--- config.mk ---
export PLATFORM = sky130hd
export DESIGN_NAME = qnt_unit
export DESIGN_NICKNAME = d
export VERILOG_FILES = /design/src/rtl/qnt_pkg.sv /design/src/rtl/qnt_lzc.sv /design/src/rtl/qnt_deq_lane.sv /design/src/rtl/qnt_q_lane.sv /design/src/rtl/qnt_unit.sv
export SDC_FILE = /design/constraint.sdc
export NUM_CORES = 1
export LEC_CHECK = 0
export ABC_AREA = 1
export CORE_MARGIN = 3
export CORE_UTILIZATION = 55
export DETAILED_ROUTE_END_ITERATION = 6
export DONT_BUFFER_PORTS = 1
export GPL_ROUTABILITY_DRIVEN = 0
export PLACE_DENSITY = 0.73
export SYNTH_ARGS = -nofsm -noshare
export SYNTH_HDL_FRONTEND = slang
export SYNTH_SLANG_ARGS = --single-unit
--- constraint.sdc ---
create_clock -name clk_i -period 13.1 [get_ports clk_i]
set_clock_uncertainty 0.05 [all_clocks]
set_input_delay 2.62 -clock clk_i [delete_from_list [all_inputs] [get_ports clk_i]]
set_output_delay 2.62 -clock clk_i [all_outputs]
set_load 0.1 [all_outputs]
--- src/rtl/qnt_pkg.sv ---
package qnt_pkg;
  localparam int unsigned FP_W = 32;

  typedef enum logic [2:0] {
    QT_F32 = 3'd0,
    QT_U8  = 3'd4,
    QT_U16 = 3'd5,
    QT_S8  = 3'd6,
    QT_S16 = 3'd7
  } qnt_type_e;

  function automatic logic is_int_type(logic [2:0] t);
    return t[2];
  endfunction
endpackage

--- src/rtl/qnt_lzc.sv ---
module qnt_lzc #(
  parameter int unsigned W  = 16,
  parameter int unsigned CW = $clog2(W + 1)
) (
  input  logic [W-1:0]  vec_i,
  output logic [CW-1:0] cnt_o
);
  // highest set bit wins; all-zero gives W
  always_comb begin
    cnt_o = CW'(W);
    for (int i = 0; i < W; i++) begin
      if (vec_i[i]) cnt_o = CW'(W - 1 - i);
    end
  end
endmodule

--- src/rtl/qnt_deq_lane.sv ---
module qnt_deq_lane
  import qnt_pkg::*;
#(
  parameter int unsigned SCALE_W = 6
) (
  input  logic [2:0]         typ_i,
  input  logic [SCALE_W-1:0] scale_i,
  input  logic [FP_W-1:0]    lane_i,
  output logic [FP_W-1:0]    res_o
);
  localparam int unsigned MW = 16;
  localparam int unsigned CW = $clog2(MW + 1);

  logic          sgn;
  logic [MW-1:0] mag;
  logic [MW-1:0] s8_ext;
  logic [CW-1:0] lz;
  logic [MW-1:0] norm;
  logic signed [15:0] scl_ext;
  logic signed [15:0] exp_v;

  assign s8_ext = {{8{lane_i[7]}}, lane_i[7:0]};

  // step 1: sign-magnitude
  always_comb begin
    sgn = 1'b0;
    mag = '0;
    unique case (typ_i)
      QT_U8:   mag = {8'h00, lane_i[7:0]};
      QT_U16:  mag = lane_i[15:0];
      QT_S8: begin
        sgn = lane_i[7];
        mag = sgn ? (~s8_ext + 16'd1) : s8_ext;
      end
      QT_S16: begin
        sgn = lane_i[15];
        mag = sgn ? (~lane_i[15:0] + 16'd1) : lane_i[15:0];
      end
      default: mag = '0;
    endcase
  end

  // step 2: normalise
  qnt_lzc #(.W(MW)) u_lzc (.vec_i(mag), .cnt_o(lz));
  assign norm = mag << lz;

  // step 3: exponent minus scale
  assign scl_ext = {{(16-SCALE_W){scale_i[SCALE_W-1]}}, scale_i};
  assign exp_v   = 16'sd127 + 16'sd15 - $signed({{(16-CW){1'b0}}, lz}) - scl_ext;

  // step 4: clamp (reachable only with a wider scale field)
  always_comb begin
    if (!is_int_type(typ_i))     res_o = lane_i;
    else if (!norm[MW-1])        res_o = '0;
    else if (exp_v <= 16'sd0)    res_o = '0;
    else if (exp_v >= 16'sd255)  res_o = {sgn, 8'hff, 23'd0};
    else                         res_o = {sgn, exp_v[7:0], norm[MW-2:0], 8'd0};
  end
endmodule

--- src/rtl/qnt_q_lane.sv ---
module qnt_q_lane
  import qnt_pkg::*;
#(
  parameter int unsigned SCALE_W = 6
) (
  input  logic [2:0]         typ_i,
  input  logic [SCALE_W-1:0] scale_i,
  input  logic [FP_W-1:0]    lane_i,
  output logic [FP_W-1:0]    res_o
);
  logic        sgn;
  logic [7:0]  e;
  logic [22:0] m;
  logic signed [15:0] scl_ext;
  logic signed [15:0] ee;
  logic        is_nan, is_inf, big;
  logic [4:0]  sh;
  logic [23:0] shv;
  logic [23:0] mag;
  logic [23:0] pos_lim, neg_lim, r_mag;

  assign sgn = lane_i[31];
  assign e   = lane_i[30:23];
  assign m   = lane_i[22:0];

  assign scl_ext = {{(16-SCALE_W){scale_i[SCALE_W-1]}}, scale_i};
  assign ee      = $signed({8'd0, e}) - 16'sd127 + scl_ext;

  assign is_nan = (e == 8'hff) && (m != '0);
  assign is_inf = (e == 8'hff) && (m == '0);
  assign big    = is_inf || (ee >= 16'sd16);
  assign sh     = 5'd23 - ee[4:0];
  assign shv    = {1'b1, m} >> sh;

  // truncated magnitude; big values exceed every limit
  always_comb begin
    if (big)                              mag = 24'h010000;
    else if (e == 8'd0 || ee < 16'sd0)    mag = '0;
    else                                  mag = shv;
  end

  always_comb begin
    unique case (typ_i)
      QT_U8:   begin pos_lim = 24'd255;   neg_lim = 24'd0;     end
      QT_U16:  begin pos_lim = 24'd65535; neg_lim = 24'd0;     end
      QT_S8:   begin pos_lim = 24'd127;   neg_lim = 24'd128;   end
      QT_S16:  begin pos_lim = 24'd32767; neg_lim = 24'd32768; end
      default: begin pos_lim = 24'd0;     neg_lim = 24'd0;     end
    endcase
  end

  always_comb begin
    if (sgn) r_mag = (mag > neg_lim) ? neg_lim : mag;
    else     r_mag = (mag > pos_lim) ? pos_lim : mag;
  end

  always_comb begin
    if (!is_int_type(typ_i)) res_o = lane_i;
    else if (is_nan)         res_o = '0;
    else if (sgn)            res_o = ~{8'd0, r_mag} + 32'd1;
    else                     res_o = {8'd0, r_mag};
  end
endmodule

--- src/rtl/qnt_unit.sv ---
module qnt_unit
  import qnt_pkg::*;
#(
  parameter int unsigned LANES   = 2,
  parameter int unsigned SCALE_W = 6,
  localparam int unsigned DATA_W = LANES * FP_W
) (
  input  logic               clk_i,
  input  logic               rst_ni,
  input  logic               valid_i,
  input  logic               dir_i,
  input  logic [2:0]         cfg_type_i,
  input  logic [SCALE_W-1:0] cfg_scale_i,
  input  logic [DATA_W-1:0]  data_i,
  output logic               valid_o,
  output logic [DATA_W-1:0]  data_o
);
  logic               v_q1, dir_q1;
  logic [2:0]         typ_q1;
  logic [SCALE_W-1:0] scl_q1;
  logic [DATA_W-1:0]  dat_q1;
  logic [DATA_W-1:0]  res;

  // stage 1: capture operands
  always_ff @(posedge clk_i or negedge rst_ni) begin
    if (!rst_ni) begin
      v_q1   <= 1'b0;
      dir_q1 <= 1'b0;
      typ_q1 <= '0;
      scl_q1 <= '0;
      dat_q1 <= '0;
    end else begin
      v_q1 <= valid_i;
      if (valid_i) begin
        dir_q1 <= dir_i;
        typ_q1 <= cfg_type_i;
        scl_q1 <= cfg_scale_i;
        dat_q1 <= data_i;
      end
    end
  end

  for (genvar g = 0; g < LANES; g++) begin : g_lane
    logic [FP_W-1:0] lane, d_res, q_res, l_res;
    assign lane = dat_q1[g*FP_W +: FP_W];

    qnt_deq_lane #(.SCALE_W(SCALE_W)) u_deq (
      .typ_i(typ_q1), .scale_i(scl_q1), .lane_i(lane), .res_o(d_res)
    );
    qnt_q_lane #(.SCALE_W(SCALE_W)) u_q (
      .typ_i(typ_q1), .scale_i(scl_q1), .lane_i(lane), .res_o(q_res)
    );

    assign l_res = dir_q1 ? q_res : d_res;
    assign res[g*FP_W +: FP_W] = l_res;

    a_r4_zero_int: assert property (@(posedge clk_i) disable iff (!rst_ni)
      v_q1 && !dir_q1 && is_int_type(typ_q1) &&
      (typ_q1[0] ? (lane[15:0] == '0) : (lane[7:0] == '0)) |-> d_res == '0);

    a_r6_u8_range: assert property (@(posedge clk_i) disable iff (!rst_ni)
      v_q1 && dir_q1 && typ_q1 == QT_U8 |-> l_res[31:8] == '0);

    a_r7_nan_zero: assert property (@(posedge clk_i) disable iff (!rst_ni)
      v_q1 && dir_q1 && is_int_type(typ_q1) && lane[30:23] == 8'hff &&
      lane[22:0] != '0 |-> l_res == '0);

    a_r8_s8_ext: assert property (@(posedge clk_i) disable iff (!rst_ni)
      v_q1 && dir_q1 && typ_q1 == QT_S8 |->
      (l_res[31:7] == '0 || l_res[31:7] == '1));

    a_r9_pass: assert property (@(posedge clk_i) disable iff (!rst_ni)
      v_q1 && !is_int_type(typ_q1) |-> l_res == lane);
  end

  // stage 2: result register
  always_ff @(posedge clk_i or negedge rst_ni) begin
    if (!rst_ni) begin
      valid_o <= 1'b0;
      data_o  <= '0;
    end else begin
      valid_o <= v_q1;
      if (v_q1) data_o <= res;
    end
  end

  a_r1_follow: assert property (@(posedge clk_i) disable iff (!rst_ni)
    v_q1 |=> valid_o);
  a_r1_idle: assert property (@(posedge clk_i) disable iff (!rst_ni)
    !v_q1 |=> !valid_o);
  a_r2_hold: assert property (@(posedge clk_i) disable iff (!rst_ni)
    !v_q1 |=> $stable(data_o));
endmodule

==> results_dict.tcl <==
set metrics [dict create \
    cts_tree "built" \
    period_share_pct 57.8 \
    fillers 2930 \
    wl_met2_um 23800 \
    grt_max_degree 149 \
    synth_cells 2769 \
    start_util_pct 56.6 \
    dp.cells 3046 \
    die_w_um 179 \
    synth_edf_count 0 \
    pwr-share-comb_pct 60.9 \
    grt_usage_pct 35.0 \
    p_switching_mw 2.11 \
    dp_hpwl_um 42500 \
    max_freq_mhz 132 \
    ys_warn_count 0 \
    drt_iter0_drc 2187 \
    clk_pin_slew_ps 70 \
    cts_sinks 140 \
    syn_nets 2940 \
    core_um2 29200 \
    cts_max_level 4 \
    slowest_delay_ps 1240 \
    violations "DRC" \
    final_cells 3078 \
    num-nets-final 2852 \
    critical_path_peak_fanout 29 \
    wire_per_inst_um 18.4 \
    hold_violations 0 \
    tightest_slew_ps 1140 \
    timing.critical_path.buf_inv 4 \
    dr_total_vias 18700 \
    cts_max_path_buffers 2 \
    diodes 0 \
    ios 142 \
    p_int_mw 1.48 \
    topRoutingLayerUsed "met4" \
    area_growth_pct 3.93 \
    antenna_found_initial 0 \
    cts_inserted_buffers 17 \
    routed_wl_um 56500 \
    fp.dieArea_um2 32100 \
    timing_worst_setup_path_type "flip-flop to flip-flop" \
    peakVddDrop_uv 165 \
    endpoint_kind "flip-flop" \
    ys.flop_type "dfrtp_1" \
    drive_gt1_share_pct 6.01 \
    hold_buffers 0 \
    critPathMostFrequentCell "nand2_1" \
    port_buffers 0 \
    cts_root_buffer "clkbuf_16" \
    avgSynthCellArea_um2 5.96 \
    maxCapViolations 0 \
    async_flop_share_pct 100 \
    period_minus_slack_ps 7570 \
    routed_via_density 6.06 \
    final_area_um2 17100 \
    arrival_ps 7860 \
    ys_ff_latch 140 \
    maxSlewHeadroom_pct 23.3 \
    finalPower_mw 3.60 \
    die_h_um 179 \
    register_area_um2 3500 \
    post_cts_buffers 0 \
    start_kind "flip-flop" \
    routed-wl-met3_um 7160 \
    clk_latency_ps 460 \
    post_cts_resize_count 0 \
    rows 62 \
    power_frac_seq_pct 23.9 \
    synth_area_um2 16500 \
    p_clk_share_pct 15.2 \
    tns_ps 0 \
    whs_ps 557 \
    outcome "finished, violations left" \
    grt_setup_unrepaired "no" \
    cp.required_ps 13390 \
    dr.pass1.iters 7 \
    leakage_nw 8.95 \
    grt_pass1_wl_um 88900 \
    hold_class "flip-flop to flip-flop" \
    multi_input_area_um2 11200 \
    grt-ovfl-total 0 \
    setup_viol 0 \
    power_switching_share_pct 58.8 \
    wl_met1_um 23900 \
    ys_types 65 \
    p_per_area_nw_per_um2 210 \
    drv_slew 0 \
    cp_top_family "simple AND/OR/NAND/NOR gates" \
    dpl-instance-area_um2 16500 \
    drc 2 \
    grt_pass1_vias 16700 \
    drtAntennaViolNets 0 \
    cpMaxStageDelayCell "fa_1" \
    yosysSeqAreaShare_pct 21.2 \
]
## per-stage QoR
step	util, %	worst slack [ps]
global route	58.8	4850
CTS	58.8	5710
floorplan	-	7430
finish	58.8	5530
detailed placement	56.6	5790
global placement	56.6	5960
## path summary, 6_finish.rpt
path / startpoint / endpoint / slack (ps) / cells after the start
hold reg to reg: typ_q1[1] / typ_q1[1] / 560 / 2
min in group asynchronous: rst_ni / dat_q1[38] / 1810 / 0
max in group asynchronous: rst_ni / dat_q1[24] / 10980 / 0
hold / removal: typ_q1[1] / typ_q1[1] / 560 / 2
setup reg to reg: dat_q1[23] / data_o[18] / 5530 / 36
setup / recovery: dat_q1[23] / data_o[18] / 5530 / 36
## flip-flops by register name, indices dropped and copies added (netlist names)
register  cells
typ_q1        3
dir_q1        1
scl_q1        6
v_q1          1
dat_q1       64
valid_o       1
data_o       64
## placed cells by master, fill, tap and decap left out, types with 4 or more instances in the layout
master | synthesis | routed
nor2_4 | 8 | 8
xor2_1 | 29 | 29
nand3b_1 | 9 | 9
nand4_1 | 39 | 39
bufinv_16 | 0 | 4
a21oi_1 | 160 | 160
a31oi_1 | 22 | 22
clkbuf_16 | 0 | 17
inv_1 | 310 | 309
xnor2_1 | 5 | 5
a221oi_1 | 4 | 4
clkinv_1 | 5 | 4
and3_1 | 4 | 4
nand2_1 | 779 | 779
nor3_1 | 39 | 39
ha_1 | 90 | 90
o211ai_1 | 18 | 18
a21oi_2 | 5 | 5
nor3_2 | 5 | 5
o21bai_1 | 9 | 9
nand3_1 | 338 | 338
nand3_2 | 9 | 9
nor4_1 | 9 | 9
inv_2 | 15 | 17
o21a_1 | 11 | 11
nand2_2 | 26 | 26
fa_1 | 4 | 4
a22oi_1 | 4 | 4
nor2_1 | 215 | 215
clkinv_4 | 0 | 6
o21ai_1 | 27 | 27
o21ai_0 | 237 | 237
o31ai_1 | 4 | 4
buf_4 | 7 | 10
dfrtp_1 | 140 | 139
nor2_2 | 20 | 20
or2_2 | 13 | 13
## area by class of cell
cell class                      count  area share, %
Inverter                          331           7.26
Multi-Input combinational cell   2181           65.4
Timing Repair Buffer               10          0.438
Sequential cell                   140           20.4
Tap cell                          384           2.80
Clock inverter                     15           1.23
Clock buffer                       17           2.48
## per-layer routing
| metal | vias to the layer above | track usage (%) |
|---|---|---|
| met5 | - | 0 |
| met4 | 0 | 10.5 |
| met3 | 131 | 9.81 |
| met2 | 1050 | 52.1 |
| met1 | 8512 | 49.2 |
| li1 | 8960 | - |
## cells in the mapped netlist, types with 11 or more instances
| cell type | n | area share, % |
|---|---|---|
| nand2_2 | 26 | 0.99 |
| nand3_1 | 338 | 10 |
| o21ai_1 | 27 | 0.82 |
| or2_2 | 13 | 0.49 |
| o21ai_0 | 237 | 7.2 |
| xor2_1 | 29 | 1.5 |
| buf_2 | 31 | 0.94 |
| nor2_1 | 215 | 4.9 |
| a31oi_1 | 22 | 0.83 |
| nand4_1 | 39 | 1.5 |
| nor2_2 | 20 | 0.76 |
| nor3_1 | 39 | 1.2 |
| a21oi_1 | 160 | 4.9 |
| dfrtp_1 | 140 | 21 |
| nand2_1 | 779 | 18 |
| o211ai_1 | 18 | 0.82 |
| ha_1 | 90 | 6.8 |
| o21a_1 | 11 | 0.50 |
| inv_1 | 310 | 7.1 |
| inv_2 | 15 | 0.34 |
| clkbuf_1 | 71 | 1.6 |
## worst min-delay path, stage by stage, from the launching register on
cell	delay [ps]
dfrtp_1	390
inv_1	90
o21ai_0	80
## power groups by stage
stage	registers (mW)	clock network, mW	logic [mW]
final	0.860	0.547	2.19
after CTS	0.858	0.553	2.12
after global routing	0.869	0.571	2.45
after floorplan	0.824	0	1.73
after global placement	0.865	0	2.07
after detailed placement	0.865	0	2.10
## kinds of logic (layout without fill, tap and decap cells)
kind of cell	count (synthesis)	count (layout)	synth area share (%)
compound gates	521	521	17.3
simple gates	1526	1526	40.9
mux	3	3	0.190
buf+inv	448	373	10.9
flops	140	140	21.2
fa+ha+maj	94	94	7.31
xor+xnor	37	37	2.17
Power figures use the tool's default switching activity.
